--- src/rtl/hbi_pkg.sv ---
`timescale 1ns/1ps
package hbi_pkg;
  localparam int HBI_ADDR_W      = 7;
  localparam int HBI_DATA_W      = 8;
  localparam int HBI_SYNC_STAGES = 2;

  typedef enum logic {
    STYLE_SPLIT      = 1'b0,
    STYLE_STROBE_DIR = 1'b1
  } bus_style_e;

  typedef struct packed {
    logic style;
    logic strb;
    logic dir;
    logic sel_n;
    logic lock_n;
    logic ale;
  } pins_t;

  localparam int PIN_W = $bits(pins_t);
endpackage

--- src/rtl/hbi_rst_sync.sv ---
`timescale 1ns/1ps
module hbi_rst_sync (
  input  logic clk,
  input  logic rst_n,
  output logic rst_sync_n
);
  logic [1:0] rst_pipe_q;

  always_ff @(posedge clk or negedge rst_n) begin
    if (!rst_n) rst_pipe_q <= 2'b00;
    else        rst_pipe_q <= {rst_pipe_q[0], 1'b1};
  end

  assign rst_sync_n = rst_pipe_q[1];
endmodule

--- src/rtl/hbi_sync.sv ---
`timescale 1ns/1ps
module hbi_sync #(
  parameter int W      = 6,
  parameter int STAGES = 2
) (
  input  logic         clk,
  input  logic         rst_n,
  input  logic [W-1:0] d,
  output logic [W-1:0] q
);
  logic [STAGES-1:0][W-1:0] chain_q;

  always_ff @(posedge clk or negedge rst_n) begin
    if (!rst_n) begin
      chain_q <= '0;
    end else begin
      chain_q[0] <= d;
      for (int i = 1; i < STAGES; i++) chain_q[i] <= chain_q[i-1];
    end
  end

  assign q = chain_q[STAGES-1];
endmodule

--- src/rtl/hbi_edge.sv ---
`timescale 1ns/1ps
module hbi_edge #(
  parameter int W = 6
) (
  input  logic         clk,
  input  logic         rst_n,
  input  logic [W-1:0] lvl,
  output logic [W-1:0] rise,
  output logic [W-1:0] fall
);
  logic [W-1:0] prev_q;

  always_ff @(posedge clk or negedge rst_n) begin
    if (!rst_n) prev_q <= '0;
    else        prev_q <= lvl;
  end

  for (genvar g = 0; g < W; g++) begin : g_bit
    assign rise[g] =  lvl[g] & ~prev_q[g];
    assign fall[g] = ~lvl[g] &  prev_q[g];
  end
endmodule

--- src/rtl/hbi_decode.sv ---
`timescale 1ns/1ps
module hbi_decode
  import hbi_pkg::*;
(
  input  pins_t lvl,
  input  pins_t rise,
  input  pins_t fall,
  input  logic  warm,
  output logic  wr_fire,
  output logic  rd_fire,
  output logic  rd_window,
  output logic  ale_fire
);
  logic acc_ok;
  logic wr_raw;
  logic rd_raw;
  logic win_raw;

  always_comb begin
    acc_ok = ~lvl.sel_n & lvl.lock_n & warm;
    unique case (bus_style_e'(lvl.style))
      STYLE_STROBE_DIR: begin
        wr_raw  = fall.strb & ~lvl.dir;
        rd_raw  = rise.strb &  lvl.dir;
        win_raw = lvl.strb  &  lvl.dir;
      end
      default: begin
        wr_raw  = rise.dir;
        rd_raw  = fall.strb;
        win_raw = ~lvl.strb;
      end
    endcase
    wr_fire   = acc_ok & wr_raw;
    rd_fire   = acc_ok & rd_raw  & ~wr_raw;
    rd_window = acc_ok & win_raw & ~wr_raw;
    ale_fire  = fall.ale & lvl.lock_n & warm;
  end
endmodule

--- src/rtl/hbi_host_bus.sv ---
`timescale 1ns/1ps
module hbi_host_bus
  import hbi_pkg::*;
#(
  parameter int ADDR_W      = HBI_ADDR_W,
  parameter int DATA_W      = HBI_DATA_W,
  parameter int SYNC_STAGES = HBI_SYNC_STAGES
) (
  input  logic              clk,
  input  logic              rst_n,
  input  logic              bus_style,
  input  logic              bus_strb,
  input  logic              bus_dir,
  input  logic              bus_sel_n,
  input  logic              bus_lock_n,
  input  logic              bus_ale,
  input  logic [DATA_W-1:0] bus_ad_in,
  output logic [DATA_W-1:0] bus_ad_out,
  output logic              bus_ad_oe,
  output logic [ADDR_W-1:0] core_addr,
  output logic [DATA_W-1:0] core_wdata,
  output logic              core_wr,
  output logic              core_rd,
  input  logic [DATA_W-1:0] core_rdata
);
  localparam int WARM_CYC = SYNC_STAGES + 1;
  localparam int WARM_W   = $clog2(WARM_CYC + 1);

  logic  rst_sync_n;
  pins_t pins_raw, pins_lvl, pins_rise, pins_fall;
  logic  wr_fire, rd_fire, rd_window, ale_fire;

  logic [WARM_W-1:0] warm_q, warm_d;
  logic              warm;
  logic [ADDR_W-1:0] addr_q;
  logic [DATA_W-1:0] wdata_q, dout_q;
  logic              wr_q, rd_q, oe_q;
  logic              wr_d, rd_d, oe_d;

  hbi_rst_sync u_rst_sync (
    .clk        (clk),
    .rst_n      (rst_n),
    .rst_sync_n (rst_sync_n)
  );

  assign pins_raw = '{style: bus_style, strb: bus_strb, dir: bus_dir,
                      sel_n: bus_sel_n, lock_n: bus_lock_n, ale: bus_ale};

  hbi_sync #(.W(PIN_W), .STAGES(SYNC_STAGES)) u_sync (
    .clk   (clk),
    .rst_n (rst_sync_n),
    .d     (pins_raw),
    .q     (pins_lvl)
  );

  hbi_edge #(.W(PIN_W)) u_edge (
    .clk   (clk),
    .rst_n (rst_sync_n),
    .lvl   (pins_lvl),
    .rise  (pins_rise),
    .fall  (pins_fall)
  );

  hbi_decode u_decode (
    .lvl       (pins_lvl),
    .rise      (pins_rise),
    .fall      (pins_fall),
    .warm      (warm),
    .wr_fire   (wr_fire),
    .rd_fire   (rd_fire),
    .rd_window (rd_window),
    .ale_fire  (ale_fire)
  );

  // next state
  always_comb begin
    warm   = (warm_q == WARM_W'(WARM_CYC));
    warm_d = warm ? warm_q : warm_q + WARM_W'(1);
    wr_d   = wr_fire;
    rd_d   = rd_fire;
    oe_d   = rd_window;
  end

  // registers
  always_ff @(posedge clk or negedge rst_sync_n) begin
    if (!rst_sync_n) begin
      warm_q  <= '0;
      addr_q  <= '0;
      wdata_q <= '0;
      dout_q  <= '0;
      wr_q    <= 1'b0;
      rd_q    <= 1'b0;
      oe_q    <= 1'b0;
    end else begin
      warm_q <= warm_d;
      wr_q   <= wr_d;
      rd_q   <= rd_d;
      oe_q   <= oe_d;
      if (ale_fire) addr_q  <= bus_ad_in[ADDR_W-1:0];
      if (wr_fire)  wdata_q <= bus_ad_in;
      if (rd_fire)  dout_q  <= core_rdata;
    end
  end

  assign bus_ad_out = dout_q;
  assign bus_ad_oe  = oe_q;
  assign core_addr  = addr_q;
  assign core_wdata = wdata_q;
  assign core_wr    = wr_q;
  assign core_rd    = rd_q;
endmodule

--- config.mk ---
export PLATFORM = sky130hd
export DESIGN_NAME = hbi_host_bus
export DESIGN_NICKNAME = d
export VERILOG_FILES = /design/src/rtl/hbi_pkg.sv /design/src/rtl/hbi_rst_sync.sv /design/src/rtl/hbi_sync.sv /design/src/rtl/hbi_edge.sv /design/src/rtl/hbi_decode.sv /design/src/rtl/hbi_host_bus.sv
export SDC_FILE = /design/constraint.sdc
export NUM_CORES = 1
export LEC_CHECK = 0
export BUFFER_PORTS_ARGS = -buffer_cell sky130_fd_sc_hd__buf_2
export CAP_MARGIN = 10
export CORE_MARGIN = 5
export CORE_UTILIZATION = 50
export DETAILED_ROUTE_END_ITERATION = 12
export PLACE_DENSITY = 0.83
export SYNTH_ARGS = -nofsm -noshare
export SYNTH_HDL_FRONTEND = slang
export SYNTH_SLANG_ARGS = --single-unit
--- constraint.sdc ---
create_clock -name clk -period 2.7 [get_ports clk]
set_clock_uncertainty 0.1 [all_clocks]
set_input_delay 0.405 -clock clk [delete_from_list [all_inputs] [get_ports clk]]
set_output_delay 0.405 -clock clk [all_outputs]
set_load 0.05 [all_outputs]
==> impl_metrics.toml <==
[synth]
synth_nets = 111
async_reset_ff_share_pct = 100
synth_ff_type = "dfrtp_1"
synth_area_um2 = 1550
synthDistinctLibCells = 17
ys_seq_elements = 45
netlist_top_cells_area = "dfrtp_1, mux2_2, a2111oi_4"
synth-edff-count = 0
netlist_instances = 86
ys_seq_area_share_pct = 72.8
syn_area_per_cell_um2 = 18.0
ys.warnings.count = 0
netlist.area_leader.share_pct = 72.8
synth_top_area_cell = "dfrtp_1"

[cts]
worstSkewPairLatency_ps = 340
cts_buffers = 5
cts-root-buf = "clkbuf_4"
clock-sinks = 45
tritoncts = "yes"
cts_setup_buffers = 0
clk_pin_slew_ps = 120
clk_path_buf_depth = 2
htree_levels = 2

[setup_path]
critPathCaptureType = "flip-flop"
reg2reg_slack_ps = 550
crit_chain = "or3b_4 -> a2111oi_4 -> mux2_2"
cp.arrival_ps = 2280
worst-setup-path-type = "reg2reg"
r2r_end = "bus_ad_out[7]$_DFFE_PN0P_"
r2r_cells = 3
cp-start-kind = "flip-flop"
cp_slowest_stage_delay_ps = 650
path_max_fanout = 9
reg2reg_from = "u_sync.q[4]$_DFF_PN0_"
cp_slowest_cell = "a2111oi_4"
worstPathRequired_ps = 2830

[timing]
fin_ws_ps = 552
fin_crit_ps = 2150
tightest_slew_ps = 894
rsz0062_at_grt = "no"
setup_violations = 0
fin_crit_sh_pct = 79.6
hold_slack_ps = 63.7
finalMaxSlewViolations = 0
fin_setup_tns_ps = 0
max-slew-margin-rel_pct = 40.4
max_freq_ghz = 0.466
hold_viol_final = 0

[routing]
drt_iter0_markers = 15
post_drt_wl_per_cell_um = 15.6
drtAntennaViolNets = 0
vias = 896
routed_via_density = 5.09
drt-pass1-iter-count = 3
post-route-drc-count = 0
finalWirelength_um = 2750

[cells_and_area]
layout-drive-gt1-share_pct = 60.1
final.fill_count = 222
layout-area-overhead-vs-synth_pct = 24.8
final-seq-area_um2 = 1130
multiInputGateArea_um2 = 409
finalNonFillerCells = 176
diodes = 0
layout.nets = 167
design_area_um2 = 1930

[floorplanning]
coreArea_um2 = 3000
die_height_um = 65.6
die_area_um2 = 4310
die_x_um = 65.6
num_rows = 20
pin_count = 50
start_util_pct = 51.5

[global_routing]
overflow = 0
grt_pass1_vias = 1046
grt_pass1_wl_um = 4730
antenna_found_initial = 0
globalRouteTotalUtil_pct = 14.5
grt_max_degree = 44

[power_and_ir_drop]
leakagePower_nw = 0.923
ir_drop_mv = 0.548
power-per-cell-area_nw_per_um2 = 916

[status]
status = "finished clean"

[run]
drv_cap = 0

[worst_hold_path]
min_to = "u_sync.chain_q[5]$_DFF_PN0_"
hold_depth = 1
hold_start = "bus_style"
hold_class = "in2reg"

[placement]
place_area_um2 = 1830
dp_hpwl_um = 2110
portBuffers = 49
gp_congestion = 0.694
place_ws_ps = 545
dp_cells = 167
[layer usage]
layer	wire [um]	vias to the layer above	track usage [%]
li1	-	412	-
met1	1040	461	15.8
met2	1560	18	26.9
met3	118	5	4.44
met4	31	0	4.15
met5	0	-	0
[Yosys cell counts (2+ instances only)]
master and number:
dfrtp_1 45, inv_1 2, mux2_2 24, nand4b_1 2
[sequential cells by signal, summed over array words and instances (netlist names)]
register               count
warm_q                     2
core_addr                  7
u_edge.prev_q              3
core_wr                    1
bus_ad_out                 8
u_rst_sync.rst_pipe_q      2
core_wdata                 8
u_sync.chain_q             6
bus_ad_oe                  1
u_sync.q                   6
core_rd                    1
[cell families after synthesis]
group                    share of synthesized area [%]
flip-flops                                        72.8
multiplexers                                      17.5
AND/OR/NAND/NOR                                   4.29
AO/OA/AOI/OAI                                     3.07
buffers and inverters                            0.728
adder cells (fa/ha/maj)                          0.809
other                                            0.242
XOR/XNOR                                         0.566
[cells in the final DEF (no fill, tap or decap)]
cell,Yosys,final
a2111oi_4,1,1
and4bb_2,1,1
buf_2,0,49
bufinv_16,0,1
clkbuf_4,0,5
clkbuf_8,0,1
clkinvlp_4,0,1
conb_1,1,1
dfrtp_1,45,44
dfrtp_2,0,1
dlygate4sd3_1,0,1
ha_1,1,1
inv_1,2,2
mux2_2,24,24
nand2_1,1,1
nand3_1,1,1
nand4b_1,2,2
nor3b_1,1,1
nor4b_1,1,1
o2111ai_2,1,1
o21ai_0,1,1
or3b_4,1,1
xnor2_1,1,1
[worst max-delay path: cells and delay by family, from the launching register on]
kind | cells | cell delay [ps]
simple gates | 1 | 430
flops | 1 | 450
mux | 1 | 410
compound gates | 1 | 650
[how the worst max path moves through the flow]
stage,cells after the start,to,slack [ps],startpoint
6_report,3,bus_ad_out[7]$_DFFE_PN0P_,550,u_sync.q[4]$_DFF_PN0_
5_1_grt,3,bus_ad_out[7]$_DFFE_PN0P_,460,u_sync.q[4]$_DFF_PN0_
4_1_cts,3,bus_ad_out[7]$_DFFE_PN0P_,530,u_sync.q[4]$_DFF_PN0_
3_5_place_dp,3,bus_ad_out[4]$_DFFE_PN0P_,550,u_sync.q[4]$_DFF_PN0_
3_3_place_gp,3,bus_ad_out[5]$_DFFE_PN0P_,650,u_sync.q[4]$_DFF_PN0_
2_1_floorplan,3,bus_ad_out[0]$_DFFE_PN0P_,720,u_sync.q[4]$_DFF_PN0_
[per-stage QoR]
| stage | utilization [%] | power [W] |
|---|---|---|
| detailed placement | 61.0 | 0.00136 |
| CTS | 64.3 | 0.00178 |
| floorplan | - | 0.00122 |
| global route | 64.3 | 0.00184 |
| global placement | 61.0 | 0.00134 |
| finish | 64.3 | 0.00177 |
[where the power goes]
group,switching (W),total [W],internal (W)
clock network,0.000204,0.000424,0.000220
registers,0.0000602,0.000830,0.000770
logic,0.000376,0.000513,0.000137
total,0.000640,0.00177,0.00113
[cell type report]
cell class | instances | share of cell area (%)
clock inverter | 2 | 1.95
clock buffer | 6 | 2.66
inverter | 2 | 0.389
tap | 33 | 2.14
timing repair buffer | 50 | 13.2
multi-input combinational | 38 | 21.2
sequential | 45 | 58.4
[timing repair]
item | CTS | global route
resized for setup | 0 | 0
endpoints found under the hold margin | 2 | 0
hold buffers | 1 | 0
(Power assumes the default switching activity.)
